## src/rtl/spi_regs_pkg.sv

```systemverilog
package spi_regs_pkg;
    localparam int FRAME_W     = 24;
    localparam int DATA_W      = 16;
    localparam int ADDR_W      = 4;
    localparam int NUM_CH      = 4;
    localparam int CH_W        = 12;
    localparam int OFS_W       = 9;
    localparam int GAIN_W      = 8;
    localparam int CNT_W       = $clog2(FRAME_W + 2);
    localparam int MON_LO      = 11;
    localparam int MON_W       = 5;

    localparam int ADR_CMD      = 0;
    localparam int ADR_MON      = 1;
    localparam int ADR_CH_BASE  = 4;
    localparam int ADR_OFS_BASE = 8;
    localparam int ADR_GN_BASE  = 12;

    localparam int BIT_LOAD    = 14;
    localparam int BIT_SRST    = 13;
    localparam int BIT_SDO_OFF = 7;

    localparam logic [DATA_W-1:0] CMD_MASK    = 16'h9BBC;
    localparam logic [DATA_W-1:0] MON_MASK    = 16'hF800;
    localparam logic [DATA_W-1:0] CMD_DEFAULT = 16'h033C;

    typedef enum logic [1:0] {
        ST_IDLE,
        ST_SHIFT,
        ST_OVER,
        ST_COMMIT
    } frame_state_t;
endpackage

```

## src/rtl/spi_pin_sync.sv

```systemverilog
module spi_pin_sync #(
    parameter int STAGES = 2
) (
    input  logic clk,
    input  logic rst_n,
    input  logic sclk,
    input  logic cs_n,
    input  logic sdi,
    output logic sclk_rise,
    output logic sclk_fall,
    output logic cs_start,
    output logic cs_end,
    output logic cs_active,
    output logic sdi_s
);
    logic [STAGES:0]   sclk_h;
    logic [STAGES:0]   cs_h;
    logic [STAGES-1:0] sdi_h;

    always_ff @(posedge clk or negedge rst_n) begin
        if (!rst_n) begin
            sclk_h <= '0;
            cs_h   <= '1;
            sdi_h  <= '0;
        end else begin
            sclk_h <= {sclk_h[STAGES-1:0], sclk};
            cs_h   <= {cs_h[STAGES-1:0], cs_n};
            sdi_h  <= {sdi_h[STAGES-2:0], sdi};
        end
    end

    assign sclk_rise = sclk_h[STAGES-1] & ~sclk_h[STAGES];
    assign sclk_fall = ~sclk_h[STAGES-1] & sclk_h[STAGES];
    assign cs_start  = ~cs_h[STAGES-1] & cs_h[STAGES];
    assign cs_end    = cs_h[STAGES-1] & ~cs_h[STAGES];
    assign cs_active = ~cs_h[STAGES-1];
    assign sdi_s     = sdi_h[STAGES-1];
endmodule

```

## src/rtl/spi_frame_fsm.sv

```systemverilog
module spi_frame_fsm
    import spi_regs_pkg::*;
(
    input  logic              clk,
    input  logic              rst_n,
    input  logic              sclk_rise,
    input  logic              sclk_fall,
    input  logic              cs_start,
    input  logic              cs_end,
    input  logic              sdi_s,
    input  logic [DATA_W-1:0] rd_data,
    output logic              wr_en,
    output logic [ADDR_W-1:0] wr_addr,
    output logic [DATA_W-1:0] wr_data,
    output logic [ADDR_W-1:0] rd_addr,
    output logic              sdo_bit
);
    frame_state_t        state, state_nx;
    logic [CNT_W-1:0]    bit_cnt;
    logic [FRAME_W-1:0]  shift_in;
    logic [FRAME_W-1:0]  shift_out;
    logic                sdo_q;
    logic [ADDR_W-1:0]   rd_addr_q;
    logic                full;
    logic                unused_pad;

    assign full = (bit_cnt == CNT_W'(FRAME_W));

    // state register
    always_ff @(posedge clk or negedge rst_n) begin
        if (!rst_n) state <= ST_IDLE;
        else        state <= state_nx;
    end

    // next state
    always_comb begin
        state_nx = state;
        unique case (state)
            ST_IDLE:   if (cs_start) state_nx = ST_SHIFT;
            ST_SHIFT: begin
                if (cs_end)                 state_nx = full ? ST_COMMIT : ST_IDLE;
                else if (sclk_fall && full) state_nx = ST_OVER;
            end
            ST_OVER:   if (cs_end) state_nx = ST_IDLE;
            ST_COMMIT: state_nx = ST_IDLE;
        endcase
    end

    // datapath driven by state
    always_ff @(posedge clk or negedge rst_n) begin
        if (!rst_n) begin
            bit_cnt   <= '0;
            shift_in  <= '0;
            shift_out <= '0;
            sdo_q     <= 1'b0;
            rd_addr_q <= '0;
        end else begin
            unique case (state)
                ST_IDLE: begin
                    if (cs_start) begin
                        bit_cnt   <= '0;
                        shift_out <= FRAME_W'(rd_data);
                        sdo_q     <= 1'b0;
                    end
                end
                ST_SHIFT, ST_OVER: begin
                    if (state == ST_SHIFT && sclk_fall && !full) begin
                        shift_in <= {shift_in[FRAME_W-2:0], sdi_s};
                        bit_cnt  <= bit_cnt + 1'b1;
                    end
                    if (sclk_rise) begin
                        sdo_q     <= shift_out[FRAME_W-1];
                        shift_out <= {shift_out[FRAME_W-2:0], 1'b0};
                    end
                end
                ST_COMMIT: begin
                    if (shift_in[FRAME_W-1]) rd_addr_q <= shift_in[DATA_W+ADDR_W-1:DATA_W];
                end
            endcase
        end
    end

    // outputs
    always_comb begin
        wr_en   = (state == ST_COMMIT) && !shift_in[FRAME_W-1];
        wr_addr = shift_in[DATA_W+ADDR_W-1:DATA_W];
        wr_data = shift_in[DATA_W-1:0];
        rd_addr = rd_addr_q;
        sdo_bit = sdo_q;
    end
    assign unused_pad = ^shift_in[FRAME_W-2:DATA_W+ADDR_W];

    p_commit_full_frame_r1: assert property (@(posedge clk) disable iff (!rst_n)
        (state == ST_COMMIT) |-> (bit_cnt == CNT_W'(FRAME_W)));
    p_over_never_commits_r2: assert property (@(posedge clk) disable iff (!rst_n)
        (state == ST_OVER) |=> (state != ST_COMMIT));
    p_short_frame_drops_r2: assert property (@(posedge clk) disable iff (!rst_n)
        (state == ST_SHIFT && cs_end && bit_cnt != CNT_W'(FRAME_W)) |=> (state == ST_IDLE));
endmodule

```

## src/rtl/spi_reg_file.sv

```systemverilog
module spi_reg_file
    import spi_regs_pkg::*;
(
    input  logic                     clk,
    input  logic                     rst_n,
    input  logic                     wr_en,
    input  logic [ADDR_W-1:0]        wr_addr,
    input  logic [DATA_W-1:0]        wr_data,
    input  logic [ADDR_W-1:0]        rd_addr,
    output logic [DATA_W-1:0]        rd_data,
    output logic [DATA_W-1:0]        cmd_q,
    output logic [DATA_W-1:0]        mon_q,
    output logic [NUM_CH*CH_W-1:0]   chan_flat,
    output logic [NUM_CH*OFS_W-1:0]  ofs_flat,
    output logic [NUM_CH*GAIN_W-1:0] gain_flat,
    output logic                     load_pulse,
    output logic                     reset_pulse
);
    logic [CH_W-1:0]   ch_q   [NUM_CH];
    logic [OFS_W-1:0]  ofs_q  [NUM_CH];
    logic [GAIN_W-1:0] gain_q [NUM_CH];

    always_ff @(posedge clk or negedge rst_n) begin
        if (!rst_n) begin
            cmd_q       <= CMD_DEFAULT;
            mon_q       <= '0;
            load_pulse  <= 1'b0;
            reset_pulse <= 1'b0;
            for (int c = 0; c < NUM_CH; c++) begin
                ch_q[c]   <= '0;
                ofs_q[c]  <= '0;
                gain_q[c] <= '0;
            end
        end else begin
            load_pulse  <= 1'b0;
            reset_pulse <= 1'b0;
            if (wr_en) begin
                if (wr_addr == ADDR_W'(ADR_CMD)) begin
                    if (wr_data[BIT_SRST]) begin
                        cmd_q       <= CMD_DEFAULT;
                        mon_q       <= '0;
                        reset_pulse <= 1'b1;
                        for (int c = 0; c < NUM_CH; c++) begin
                            ch_q[c]   <= '0;
                            ofs_q[c]  <= '0;
                            gain_q[c] <= '0;
                        end
                    end else begin
                        cmd_q      <= wr_data & CMD_MASK;
                        load_pulse <= wr_data[BIT_LOAD];
                    end
                end else if (wr_addr == ADDR_W'(ADR_MON)) begin
                    if ($countones(wr_data[MON_LO+MON_W-1:MON_LO]) <= 1)
                        mon_q <= wr_data & MON_MASK;
                end
                for (int c = 0; c < NUM_CH; c++) begin
                    if (wr_addr == ADDR_W'(ADR_CH_BASE + c))
                        ch_q[c] <= wr_data[DATA_W-1:DATA_W-CH_W];
                    if (wr_addr == ADDR_W'(ADR_OFS_BASE + c))
                        ofs_q[c] <= wr_data[OFS_W-1:0];
                    if (wr_addr == ADDR_W'(ADR_GN_BASE + c))
                        gain_q[c] <= wr_data[GAIN_W-1:0];
                end
            end
        end
    end

    always_comb begin
        rd_data = '0;
        if (rd_addr == ADDR_W'(ADR_CMD)) rd_data = cmd_q;
        if (rd_addr == ADDR_W'(ADR_MON)) rd_data = mon_q;
        for (int c = 0; c < NUM_CH; c++) begin
            if (rd_addr == ADDR_W'(ADR_CH_BASE + c))
                rd_data = DATA_W'(ch_q[c]) << (DATA_W - CH_W);
            if (rd_addr == ADDR_W'(ADR_OFS_BASE + c))
                rd_data = DATA_W'(ofs_q[c]);
            if (rd_addr == ADDR_W'(ADR_GN_BASE + c))
                rd_data = DATA_W'(gain_q[c]);
        end
    end

    for (genvar g = 0; g < NUM_CH; g++) begin : g_flat
        assign chan_flat[g*CH_W +: CH_W]     = ch_q[g];
        assign ofs_flat[g*OFS_W +: OFS_W]    = ofs_q[g];
        assign gain_flat[g*GAIN_W +: GAIN_W] = gain_q[g];
    end

    p_mon_onehot_r9: assert property (@(posedge clk) disable iff (!rst_n)
        $onehot0(mon_q[MON_LO+MON_W-1:MON_LO]));
    p_load_single_cycle_r10: assert property (@(posedge clk) disable iff (!rst_n)
        load_pulse |=> !load_pulse);
    p_soft_reset_defaults_r11: assert property (@(posedge clk) disable iff (!rst_n)
        reset_pulse |-> (cmd_q == CMD_DEFAULT && mon_q == '0 && chan_flat == '0));
    p_reserved_addr_no_write_r6: assert property (@(posedge clk) disable iff (!rst_n)
        (wr_en && wr_addr inside {4'd2, 4'd3}) |=>
        ($stable(cmd_q) && $stable(mon_q) && $stable(chan_flat) && !load_pulse));
    p_nop_reads_zero_r8: assert property (@(posedge clk) disable iff (!rst_n)
        (rd_addr == ADDR_W'(ADR_CMD)) |-> !rd_data[6]);
endmodule

```

## src/rtl/spi_reg_access.sv

```systemverilog
module spi_reg_access
    import spi_regs_pkg::*;
#(
    parameter int SYNC_STAGES = 2
) (
    input  logic                     clk,
    input  logic                     rst_n,
    input  logic                     sclk,
    input  logic                     cs_n,
    input  logic                     sdi,
    output logic                     sdo,
    output logic                     sdo_oe,
    output logic [DATA_W-1:0]        cmd_reg,
    output logic [DATA_W-1:0]        mon_reg,
    output logic [MON_W-1:0]         mon_sel,
    output logic                     mon_en,
    output logic [NUM_CH*CH_W-1:0]   chan_data,
    output logic [NUM_CH*OFS_W-1:0]  offset_trim,
    output logic [NUM_CH*GAIN_W-1:0] gain_trim,
    output logic                     load_pulse,
    output logic                     reset_pulse
);
    logic sclk_rise, sclk_fall, cs_start, cs_end, cs_active, sdi_s;
    logic              wr_en;
    logic [ADDR_W-1:0] wr_addr, rd_addr;
    logic [DATA_W-1:0] wr_data, rd_data;
    logic              sdo_bit;

    spi_pin_sync #(.STAGES(SYNC_STAGES)) u_sync (
        .clk(clk), .rst_n(rst_n), .sclk(sclk), .cs_n(cs_n), .sdi(sdi),
        .sclk_rise(sclk_rise), .sclk_fall(sclk_fall), .cs_start(cs_start),
        .cs_end(cs_end), .cs_active(cs_active), .sdi_s(sdi_s)
    );

    spi_frame_fsm u_fsm (
        .clk(clk), .rst_n(rst_n), .sclk_rise(sclk_rise), .sclk_fall(sclk_fall),
        .cs_start(cs_start), .cs_end(cs_end), .sdi_s(sdi_s), .rd_data(rd_data),
        .wr_en(wr_en), .wr_addr(wr_addr), .wr_data(wr_data), .rd_addr(rd_addr),
        .sdo_bit(sdo_bit)
    );

    spi_reg_file u_regs (
        .clk(clk), .rst_n(rst_n), .wr_en(wr_en), .wr_addr(wr_addr),
        .wr_data(wr_data), .rd_addr(rd_addr), .rd_data(rd_data),
        .cmd_q(cmd_reg), .mon_q(mon_reg), .chan_flat(chan_data),
        .ofs_flat(offset_trim), .gain_flat(gain_trim),
        .load_pulse(load_pulse), .reset_pulse(reset_pulse)
    );

    assign sdo_oe  = cs_active && !cmd_reg[BIT_SDO_OFF];
    assign sdo     = sdo_oe ? sdo_bit : 1'b0;
    assign mon_sel = mon_reg[MON_LO+MON_W-1:MON_LO];
    assign mon_en  = |mon_sel;

    p_sdo_disabled_r7: assert property (@(posedge clk) disable iff (!rst_n)
        cmd_reg[BIT_SDO_OFF] |-> (!sdo_oe && !sdo));
    p_strobes_exclusive_r11: assert property (@(posedge clk) disable iff (!rst_n)
        !(load_pulse && reset_pulse));
endmodule

```

## config.mk

```make
export PLATFORM = sky130hd
export DESIGN_NAME = spi_reg_access
export DESIGN_NICKNAME = d
export VERILOG_FILES = /design/src/rtl/spi_regs_pkg.sv /design/src/rtl/spi_pin_sync.sv /design/src/rtl/spi_frame_fsm.sv /design/src/rtl/spi_reg_file.sv /design/src/rtl/spi_reg_access.sv
export SDC_FILE = /design/constraint.sdc
export NUM_CORES = 1
export LEC_CHECK = 0
export BUFFER_PORTS_ARGS = -buffer_cell sky130_fd_sc_hd__buf_2
export CAP_MARGIN = 40
export CORE_UTILIZATION = 30
export CTS_BUF_LIST = sky130_fd_sc_hd__clkbuf_8
export CTS_CLUSTER_DIAMETER = 200
export DETAILED_ROUTE_END_ITERATION = 10
export PLACE_DENSITY = 0.49
export SYNTH_ARGS = -nofsm -noshare
export SYNTH_HDL_FRONTEND = slang
export SYNTH_HIERARCHICAL = 1
export SYNTH_SLANG_ARGS = --single-unit
```

## constraint.sdc

```tcl
create_clock -name clk -period 2.5 [get_ports clk]
set_input_delay 0.125 -clock clk [delete_from_list [all_inputs] [get_ports clk]]
set_output_delay 0.125 -clock clk [all_outputs]
set_load 0.1 [all_outputs]
```

## Yosys cells after proc, flatten, opt, wreduce, memory -nomap -nowiden

Cells that the tools add are included.

- Bits in registers: 218
- Input bits: 5
- Output and inout bits: 158
- Word-level logic and storage cells: 193

- Add/subtract/negate cells: 5
- Order comparisons: 1
- Eq/ne operators: 36
- Muxes and demuxes: 59
- Bitwise gates (word level): 8
- Reduce and logical (&&, ||, !) cells: 59

Operators with widths:

| operator | count |
|---|---|
| $mux 16 | 19 |
| $mux 48 | 2 |
| $mux 36 | 2 |
| $eq 4x4->1 const B | 16 |
| $mux 32 | 2 |
| $reduce_bool 2->1 | 27 |
| $mux 12 | 4 |
| $mux 24 | 2 |
| $pmux 24 s2 | 1 |
| $reduce_and 3->1 | 15 |
| $mux 9 | 4 |
| $add 32x1->32 | 1 |
| $add 32x32->32 | 1 |
| $eq 4x3->1 const B | 8 |
| $le 32x2->1 const B | 1 |
| $mux 8 | 4 |
| $mux 2 | 5 |
| $mux 5 | 2 |
| $pmux 5 s2 | 1 |
| $mux 1 | 9 |
| $eq 4x1->1 const B | 2 |
| $logic_not 4->1 | 2 |
| $ne 2x2->1 const B | 4 |
| $pmux 2 s4 | 1 |
| 17 further kinds | 33 |

## Longest topological paths before layout

Gate-level depths: netlist of run 1.

- Depth in word-level cells: 17
- Gate-level depth with buffers: 9

## By module

Netlist of run 1, hierarchy kept.

By module, submodules not included:

| module | times used | cells each | area each (sq um) |
|---|---|---|---|
| spi_reg_file | 1 | 840 | 7,543.5 |
| spi_frame_fsm | 1 | 236 | 2,900.3 |
| spi_pin_sync | 1 | 13 | 237.7 |
| spi_reg_access | 1 | 10 | 70.1 |

## Least setup slack after synthesis of run 1

OpenSTA, ideal clock, no wires.

- Kind: register -> output
- From: register u_regs.cmd_q[7]
- To: output sdo
- Data arrival time: 2.278 ns
- Data required time: 2.375 ns
- Setup slack: 0.097 ns
- Cell stages (with the launch flop): 3
- Buffers on the path: 0
- Path through: dfrtp_1 -> nor2b_4 -> and2_1

- Longest elaborated chain between the ends: 3

Ends and longest elaborated chain:

| item | RTL line | source |
|---|---|---|
| start: declaration | spi_reg_file.sv:11 | `output logic [DATA_W-1:0] cmd_q,` |
| start signal: assignment | spi_reg_file.sv:49 | `cmd_q <= wr_data & CMD_MASK;` |
| $logic_not 1->1 | spi_reg_access.sv:50 | `assign sdo_oe = cs_active && !cmd_reg[BIT_SDO_OFF];` |
| $logic_and 1x1->1 | spi_reg_access.sv:50 |  |
| named net sdo_oe | spi_reg_access.sv:12 | `output logic sdo_oe,` |
| $mux 1 | spi_reg_access.sv:51 | `assign sdo = sdo_oe ? sdo_bit : 1'b0;` |
| end: declaration | spi_reg_access.sv:11 | `output logic sdo,` |

The timed path passes the listed nets, and every way through them passes these cells.

## Worst setup path in the final report of run 1

- From: register u_fsm.shift_in[11]
- To: register u_regs.mon_q[11]

- Longest elaborated chain between the ends: 6
- Elaborated cells between the ends (all ways): 9
- Those cells by class: add/sub (3); order compare (1); mux (3); reduce/logical (2)

Ends and longest elaborated chain:

| item | RTL line | source |
|---|---|---|
| start: declaration | spi_frame_fsm.sv:20 | `logic [FRAME_W-1:0] shift_in;` |
| start signal: assignment | spi_frame_fsm.sv:68 | `shift_in <= {shift_in[FRAME_W-2:0], sdi_s};` |
| $add 1x1->2 | spi_reg_file.sv:53 | `if ($countones(wr_data[MON_LO+MON_W-1:MON_LO]) <= 1)` |
| $add 32x32->32 | spi_reg_file.sv:53 |  |
| $add 32x1->32 | spi_reg_file.sv:53 |  |
| $le 32x2->1 | spi_reg_file.sv:53 |  |
| $reduce_bool 2->1 (no line) | n/a |  |
| $reduce_and 4->1 (no line) | n/a |  |
| end signal: assignment | spi_reg_file.sv:54 | `mon_q <= wr_data & MON_MASK;` |
| end: declaration | spi_reg_file.sv:12 | `output logic [DATA_W-1:0] mon_q,` |

Several ways; a longest one is shown, not always the timed one. The select of a mux whose other input is x is not followed.
A chain may end at the register's enable or synchronous reset.

==> flow_summary.ini, run 1 <==
[status]
outcome = complete, no violations

[global_routing]
grt_pass1_vias = 8563
track_usage_pct = 20.1
grt_start_max_net_pins = 109
grt_overflow = 0
grt_pass1_wl_um = 55100
antenna_found_initial = 0

[drt]
drtPass1Iterations = 5
wire_per_inst_um = 21.2
top_layer = met4
ant_nets = 0
initialDrtViolationCount = 670
wl_met1_um = 17200
wl_met2_um = 16400
drc = 0
routed_wl_um = 36400
num_vias = 8793
routed_via_density = 5.14
dr_wl_met3_um = 1900

[critical_path]
critPathArrivalTime_ns = 2.63
end_kind = register
path_cells = fa_1 > ha_1 > a211oi_1 > mux2_2 > nand3b_1 > a22o_1
cp_slowest_cell = fa_1
start_kind = register
crit_buf_inv = 0
slowest_delay_ns = 0.54
cp.required_ns = 2.91
crit_family = adder cells
worstSetupPathType = register to register
worstPathMaxFanout = 5

[sta]
finalSetupTns_ns = 0
worst_clock_skew_ns = 0.0294
hold_ws_ns = 0.223
hold_violations = 0
setup_slack_ns = 0.284
drv_slew = 0
period_needed_ns = 2.22
fin_crit_sh_pct = 88.6
setup_viol = 0
max_freq_mhz = 451
worstMarginPinSlew_ns = 0.929
relSlewSlack_pct = 38.1
rsz0062_at_grt = false

[clocking]
htreeDepth = 2
clk_pin_slew_ns = 0.06
numCtsBuffers = 39
clockBufferDepth = 3
cts_root_buf = clkbuf_8
cts_sinks = 201
clock_latency_ns = 0.53
tritoncts = built

[final_layout]
area_delta_synth_final_pct = 17.0
drive_gt1_share_pct = 29.5
fin_nets = 1243
diodes = 0
fin_area_mm2 = 0.0126
fin_util_pct = 36.1

[logic_synthesis]
netlist_area_mm2 = 0.0108
yosysSeqAreaShare_pct = 46.9
synth_edf_count = 0
synth-async-reset-ratio_pct = 100
yosys.cell_types.count = 70
yosys_warnings = 6
synth_seq_cells = 201
syn_inst = 1099
syn_avg_cell_area_um2 = 9.78
synth_flop_cell = dfrtp_1

[die]
core_region_area_mm2 = 0.0349
fp.dieArea_mm2 = 0.0366
die_w_um = 191
io-pin-count = 163
rows = 68
initial_core_util_pct = 30.8
dieHeight_um = 191

[power_and_ir_drop]
p_comb_share_pct = 17.3
p_per_area_mw_per_mm2 = 673
p_clk_share_pct = 39.6
p_int_mw = 5.80
p_sw_share_pct = 31.5
total_leakage_power_nw = 5.90
p_switching_mw = 2.67
peakVddDrop_mv = 0.537
pwr-share-seq_pct = 43.1

[place]
dp_hpwl_um = 25700
io_buffers = 145
postPlaceCellArea_mm2 = 0.0117
post-place-ws_ns = 0.194
gp_congestion = 0.843

[worst_hold_path]
hold_class = input pin to register

[run]
drv_cap = 0
[synth_stat cells, drive strengths merged (4+ instances only)]
cell	count	area, µm²
clkbuf	26	98.8
and4b	5	50.1
a211oi	5	37.5
mux2i	41	410
nor2	42	158
nor4	4	25.0
o211ai	4	30.0
a31oi	4	25.0
a22oi	4	30.0
nand2	169	704
nand3	114	581
o22ai	12	75.1
and3	4	25.0
nor2b	12	82.6
and2	13	98.9
nand2b	4	25.0
a22o	11	96.3
a221oi	4	35.0
dfstp	9	236
buf	107	815
mux2	40	522
dfrtp	192	4800
a21oi	19	95.1
a21o	7	52.6
inv	24	90.1
and4bb	6	75.1
o21ai	161	933
ha	7	87.6
o221ai	5	43.8
nor3	4	20.0
[final timing paths]
check | slack, ns | cells after the start | startpoint | endpoint
worst max-delay path | 0.28 | 6 | u_fsm/shift_in[11] | u_regs/mon_q[11]
worst max register to register | 0.28 | 6 | u_fsm/shift_in[11] | u_regs/mon_q[11]
max in group asynchronous | 1.65 | 3 | rst_n | u_regs/ofs_flat[23]
min in group asynchronous | 0.24 | 3 | rst_n | u_fsm/shift_out[4]
worst min register to register | 0.35 | 0 | u_sync/sclk_h[0] | u_sync/sclk_h[1]
worst min-delay path | 0.22 | 2 | sdi | u_sync/sdi_h[0]
[cell type report]
cell class,instances,area (µm²)
inverter,25,93.8
timing repair buffer,207,1290
clock buffer,51,702
sequential,201,5040
clock inverter,16,91.3
fill,3567,22300
multi-input combinational,756,4790
tap,455,569
[power by group through the flow]
| stage | combinational (mW) | clock (mW) | sequential, mW |
|---|---|---|---|
| 2_1_floorplan | 1.10 | 0 | 3.67 |
| 3_3_place_gp | 1.40 | 0 | 3.71 |
| 3_5_place_dp | 1.47 | 0 | 3.69 |
| 4_1_cts | 1.48 | 3.43 | 3.63 |
| 5_1_grt | 1.59 | 3.60 | 3.65 |
| 6_report | 1.47 | 3.35 | 3.65 |
[layout by cell type (no fill, tap or decap), types with 10 or more instances in the layout]
cell type	n
mux2_4	19
o22ai_1	12
nand3_1	112
nand2_1	162
inv_1	37
buf_2	144
mux2_2	21
mux2i_1	41
o21ai_1	55
conb_1	17
dfrtp_1	191
nor2_1	42
clkbuf_8	52
o21ai_2	34
a22o_1	11
o21ai_0	72
nor2b_1	10
buf_4	51
a21oi_1	19
[logic make-up (layout without fill, tap and decap cells)]
kind of cell	Yosys count	after routing	synth area share [%]
AND/OR/NAND/NOR	393	393	18.6
AO/OA/AOI/OAI	256	256	15.3
flip-flops	201	201	46.9
buffers and inverters	158	299	9.37
multiplexers	82	82	8.88
adder cells (fa/ha/maj)	8	8	1.00
other	1	17	0.0349
[routing by layer]
layer  vias to the layer above  track usage, %
met2                       283            30.3
met1                      4369            29.3
met5                         -               0
li1                       4082               -
met3                        59            3.40
met4                         0            6.01
[stage by stage]
stage	total power, mW	std cells
final	8.46	1711
after global placement	5.12	1638
after detailed placement	5.16	1639
after global routing	8.84	1711
after floorplan	4.77	1115
after CTS	8.55	1711
[state kept, by name (all words and copies together) (netlist names)]
name,cells
u_sync/sclk_h,3
u_regs/reset_pulse,1
u_regs/load_pulse,1
u_regs/mon_q,5
u_regs/cmd_q,10
u_fsm/state,2
u_regs/chan_flat,48
u_sync/sdi_h,2
u_fsm/shift_in,24
u_fsm/bit_cnt,5
u_sync/cs_h,3
u_fsm/shift_out,24
u_fsm/sdo_bit,1
u_fsm/rd_addr,4
u_regs/gain_flat,32
u_regs/ofs_flat,36
[what timing repair did]
| action | 4_1_cts | 5_1_grt |
|---|---|---|
| setup endpoints to repair | 0 | 1 |
| hold buffers | 5 | 0 |
| gates resized for setup | 0 | 1 |
| buffers inserted | 0 | 0 |
| hold endpoints to repair | 195 | 0 |
No activity file was read; power rests on OpenSTA's default activity.
==> inputs of run 2 (changes only) <==
- CORE_UTILIZATION: 30 -> 50
- PLACE_DENSITY: 0.49 -> 0.73
- clock period: 2.5 -> 2.3 ns (I/O delays scaled with it)
==> flow_summary.ini, run 2 (same netlist as run 1, synthesis figures left out) <==
[place]
dp_hpwl_um = 22100
io_buffers = 145
gp_congestion = 0.936

[critical_path]
critPathArrivalTime_ns = 2.57
cp-startpoint = u_fsm/shift_in[11]
rr_worst_depth = 6
worstPathMaxFanout = 5
slowest_delay_ns = 0.49
r2r_end = u_regs/mon_q[13]
worstSetupPathType = register to register
cp_slowest_cell = fa_1
end_kind = register
r2r-start = u_fsm/shift_in[11]
path_cells = fa_1 > ha_1 > a211oi_2 > mux2_2 > nand3b_1 > a22o_1
cp-endpoint = u_regs/mon_q[13]
r2r_setup_slack_ns = 0.13
start_kind = register
cp.required_ns = 2.70

[final_layout]
drive_gt1_share_pct = 29.0
fin_nets = 1233
final_cell_mix = dfrtp_1, nand2_1, buf_2
layout_commonest_cell = dfrtp_1
diodes = 0
largest_reg_flops = 48
n_fill_cell = 1822
area_delta_synth_final_pct = 13.0

[global_routing]
track_usage_pct = 28.4
grt_pass1_vias = 8446
grt_start_max_net_pins = 70
gr-usage-met1_pct = 39.8
gr-usage-met2_pct = 43.3
grt_overflow = 0
antenna_found_initial = 0
grt_use_met3_pct = 5.49
grt_pass1_wl_um = 48000
top_usage_layer = met2

[drt]
ant_nets = 0
num_vias = 8994
wire_per_inst_um = 20.7
routed_via_density = 5.92
drtPass1Iterations = 5
initialDrtViolationCount = 981
drc = 0
routed_wl_um = 31500

[sta]
fin_crit_sh_pct = 94.3
drv_slew = 0
finalSetupTns_ns = 0
worst_clock_skew_ns = 0.0225
period_needed_ns = 2.17
hold_ws_ns = 0.162
rsz0062_at_grt = false
relSlewSlack_pct = 41.5
max_freq_mhz = 461
setup_viol = 0
worstMarginPinSlew_ns = 0.877
hold_violations = 0

[die]
io-pin-count = 163
rows = 53
die_w_um = 149
dieHeight_um = 149
core_region_area_mm2 = 0.0210
fp.dieArea_mm2 = 0.0221
initial_core_util_pct = 51.1

[power_and_ir_drop]
p_comb_share_pct = 17.8
p_switching_mw = 2.73
p_clk_share_pct = 36.0
total_leakage_power_nw = 5.80
p_per_area_mw_per_mm2 = 706
p_int_mw = 5.84
peakVddDrop_mv = 0.594
p_sw_share_pct = 31.9
pwr-share-seq_pct = 46.2

[run]
drv_cap = 0

[clocking]
clock_latency_ns = 0.52
cts_root_buf = clkbuf_8
htreeDepth = 2
numCtsBuffers = 34
clockBufferDepth = 3
tritoncts = built
post-cts-setup-buffers = 0
clk_pin_slew_ns = 0.06
cts_sinks = 201

[worst_hold_path]
hold_class = input pin to async pin

[status]
outcome = complete, no violations
-- run 2: cell count changes in the layout (fill, tap and decap cells not counted), sizes merged --
cell	previous run	this run
bufinv	1	0
dlygate4sd3	5	4
clkinv	2	5
clkbuf	52	43
buf	201	197
-- run 2: area by class of cell --
cell class	instances	area [µm²]	share of cell area, %
Sequential cell	201	5040	41.5
Multi-Input combinational cell	756	4790	39.4
Timing Repair Buffer	202	1220	10.1
Clock buffer	42	578	4.76
Tap cell	275	344	2.83
Inverter	25	93.8	0.772
Clock inverter	18	76.3	0.628
-- run 2: repair_timing --
action | 4_1_cts | 5_1_grt
setup endpoints to repair | 0 | 5
hold buffers | 4 | 0
hold endpoints to repair | 66 | 0
resized for setup | 0 | 1
-- run 2: per-layer routing --
layer | vias up | share of wire, %
met2 | 481 | 46
met1 | 4393 | 42
li1 | 4044 | -
met5 | - | 0
met3 | 76 | 9.7
met4 | 0 | 3.3
-- run 2: power groups by stage --
stage | clock (mW) | combinational [mW] | sequential (mW)
final | 3.08 | 1.53 | 3.96
after global routing | 3.29 | 1.64 | 3.97
after CTS | 3.12 | 1.53 | 3.95
after detailed placement | 0 | 1.53 | 4.01
after global placement | 0 | 1.50 | 4.00
after floorplan | 0 | 1.19 | 3.99
-- run 2: how the worst min path moves through the flow --
stage,start,to,slack (ns),cells after the start
floorplan,rst_n,u_fsm/bit_cnt[0],-0.18,0
global placement,rst_n,u_fsm/bit_cnt[4],0.16,1
detailed placement,rst_n,u_fsm/bit_cnt[4],0.16,1
CTS,rst_n,u_fsm/bit_cnt[2],0.17,2
global route,rst_n,u_fsm/bit_cnt[2],0.19,2
finish,rst_n,u_fsm/bit_cnt[2],0.16,2
-- run 2: stage by stage --
stage | setup WS (ns) | area, µm² | utilization, % | instances | total power [mW]
finish | 0.131 | 12100 | 57.8 | 1519 | 8.57
floorplan | 0.113 | 10800 | - | 1115 | 5.18
global placement | 0.189 | 11400 | 54.5 | 1455 | 5.50
detailed placement | 0.103 | 11400 | 54.5 | 1455 | 5.54
global route | 0.0287 | 12100 | 57.8 | 1519 | 8.89
CTS | 0.0940 | 12100 | 57.8 | 1519 | 8.60
-- run 2: worst max-delay path: cells and delay by family, from the launching register on --
| kind | cells | cell delay [ns] |
|---|---|---|
| AOI/OAI and AO/OA | 2 | 0.53 |
| adders and majority gates | 2 | 0.79 |
| DFF | 1 | 0.40 |
| muxes | 1 | 0.18 |
| and+or+nand+nor | 1 | 0.16 |
==> inputs of run 3 (changes only) <==
- CTS_BUF_LIST: sky130_fd_sc_hd__clkbuf_8 -> sky130_fd_sc_hd__clkbuf_4
- PLACE_DENSITY: 0.73 -> 0.71
==> flow_summary.ini, run 3 (same netlist as run 1, synthesis figures left out) <==
[status]
outcome = complete, no violations

[critical_path]
worstSetupPathType = register to register
worstSetupPathDepth = 6
rr_worst_depth = 6
end_kind = register
slowest_delay_ns = 0.49
r2r-start = u_fsm/shift_in[11]
cp.required_ns = 2.84
crit_family = adder cells
path_cells = fa_1 > ha_1 > a211oi_2 > mux2_2 > nand3b_1 > a22o_1
critPathArrivalTime_ns = 2.67
worstPathMaxFanout = 5
r2r_setup_slack_ns = 0.18
start_kind = register
crit_buf_inv = 0
r2r_end = u_regs/mon_q[12]
cp_slowest_cell = fa_1

[final_layout]
drive_gt1_share_pct = 30.8
layoutNonFillerInstCount = 1560
largest_reg_flops = 48
layout_commonest_cell = dfrtp_1
fin_util_pct = 58.1
area_delta_synth_final_pct = 13.6
fin_nets = 1258
n_fill_cell = 1844
final_cell_mix = dfrtp_1, nand2_1, buf_2

[worst_hold_path]
hold_class = input pin to register
whs_path_depth = 2
hold_start = sdi
whs_endpoint = u_sync/sdi_h[0]

[clocking]
clockBufferDepth = 3
cts_sinks = 201
cts_root_buf = clkbuf_4
htreeDepth = 2
numCtsBuffers = 53
post-cts-setup-buffers = 0
tritoncts = built
clk_pin_slew_ns = 0.06
clock_latency_ns = 0.66

[global_routing]
grt_overflow = 0
top_usage_layer = met2
grt_use_met3_pct = 5.00
gr-usage-met1_pct = 42.2
grt_start_max_net_pins = 64
gr-usage-met2_pct = 43.9
antenna_found_initial = 1
grt_pass1_wl_um = 49100
grt_pass1_vias = 8496
track_usage_pct = 29.2

[die]
die_w_um = 149
fp.dieArea_mm2 = 0.0221
rows = 53
initial_core_util_pct = 51.1
core_region_area_mm2 = 0.0210
dieHeight_um = 149
io-pin-count = 163

[place]
dp_cells = 1459
io_buffers = 145
dp_hpwl_um = 22000
gp_congestion = 0.875
post-place-ws_ns = 0.139

[drt]
num_vias = 9037
routed_via_density = 5.79
routed_wl_um = 31700
drc = 0
drtPass1Iterations = 5
wire_per_inst_um = 20.3
initialDrtViolationCount = 975
ant_nets = 0

[sta]
worst_clock_skew_ns = 0.0239
finalSetupTns_ns = 0
drv_slew = 0
rsz0062_at_grt = false
worstMarginPinSlew_ns = 0.884
hold_violations = 0
fin_crit_sh_pct = 92.3
period_needed_ns = 2.12
max_freq_mhz = 471
setup_viol = 0
relSlewSlack_pct = 41.0
setup_slack_ns = 0.177

[power_and_ir_drop]
total_leakage_power_nw = 5.81
p_per_area_mw_per_mm2 = 692
finalPower_mw = 8.45
peakVddDrop_mv = 0.852

[run]
drv_cap = 0
[run 3: changes by cell type in the layout (fill, tap and decap cells not counted)]
cell and change:
clkbuf_4 +71, clkbuf_8 -42, clkinv_1 +19, inv_1 -13
buf_12 +3, buf_4 +2, clkinv_2 -1, diode_2 +1
dlygate4sd3_1 +1, nand2_1 -1, nand2_2 +1
[run 3: worst register-to-register path, delay by kind of cell, from the launching register on]
family	cells	cell delay [ns]
simple gates	1	0.15
flops	1	0.40
compound gates	2	0.51
mux	1	0.18
fa+ha+maj	2	0.79
[run 3: area by class of cell]
cell class | instances | area (µm²) | share of cell area, %
flip-flops and latches | 201 | 5040 | 41.3
multi-input cells | 756 | 4790 | 39.3
repair buffers | 208 | 1310 | 10.7
clock buffers | 71 | 533 | 4.37
well taps | 275 | 344 | 2.82
clock inverters | 23 | 93.8 | 0.769
inverters | 25 | 93.8 | 0.769
diodes | 1 | 2.50 | 0.0205
[run 3: where the power goes]
part | internal [mW] | total (mW) | switching (mW)
logic | 0.533 | 1.57 | 1.04
clock network | 1.44 | 2.93 | 1.49
registers | 3.68 | 3.95 | 0.274
total | 5.65 | 8.45 | 2.80
[run 3: repair_timing]
action	CTS	global route
gates resized for setup	0	2
endpoints found under the setup margin	0	3
hold buffers	6	0
hold endpoints to repair	198	0
[run 3: how the worst max path moves through the flow]
stage                                   to               start  slack, ns
after floorplan           u_regs/mon_q[12]  u_fsm/shift_in[11]       0.11
final                     u_regs/mon_q[12]  u_fsm/shift_in[11]       0.18
after global placement    u_regs/mon_q[13]  u_fsm/shift_in[11]       0.19
after global routing      u_regs/mon_q[15]  u_fsm/shift_in[11]       0.06
after detailed placement  u_regs/mon_q[12]  u_fsm/shift_in[11]       0.14
after CTS                 u_regs/mon_q[12]  u_fsm/shift_in[11]       0.13
[run 3: metrics by stage]
| stage | hold WS, ns | area (µm²) |
|---|---|---|
| CTS | 0.0427 | 12200 |
| finish | 0.101 | 12200 |
| detailed placement | 0.0830 | 11500 |
| global route | 0.0679 | 12200 |
| floorplan | -0.181 | 10800 |
| global placement | 0.0765 | 11500 |
[run 3: layer usage]
layer / share of wire [%] / vias to the layer above
li1: - / 4120
met3: 8.8 / 73
met4: 2.9 / 0
met1: 43 / 4386
met5: 0 / -
met2: 46 / 458
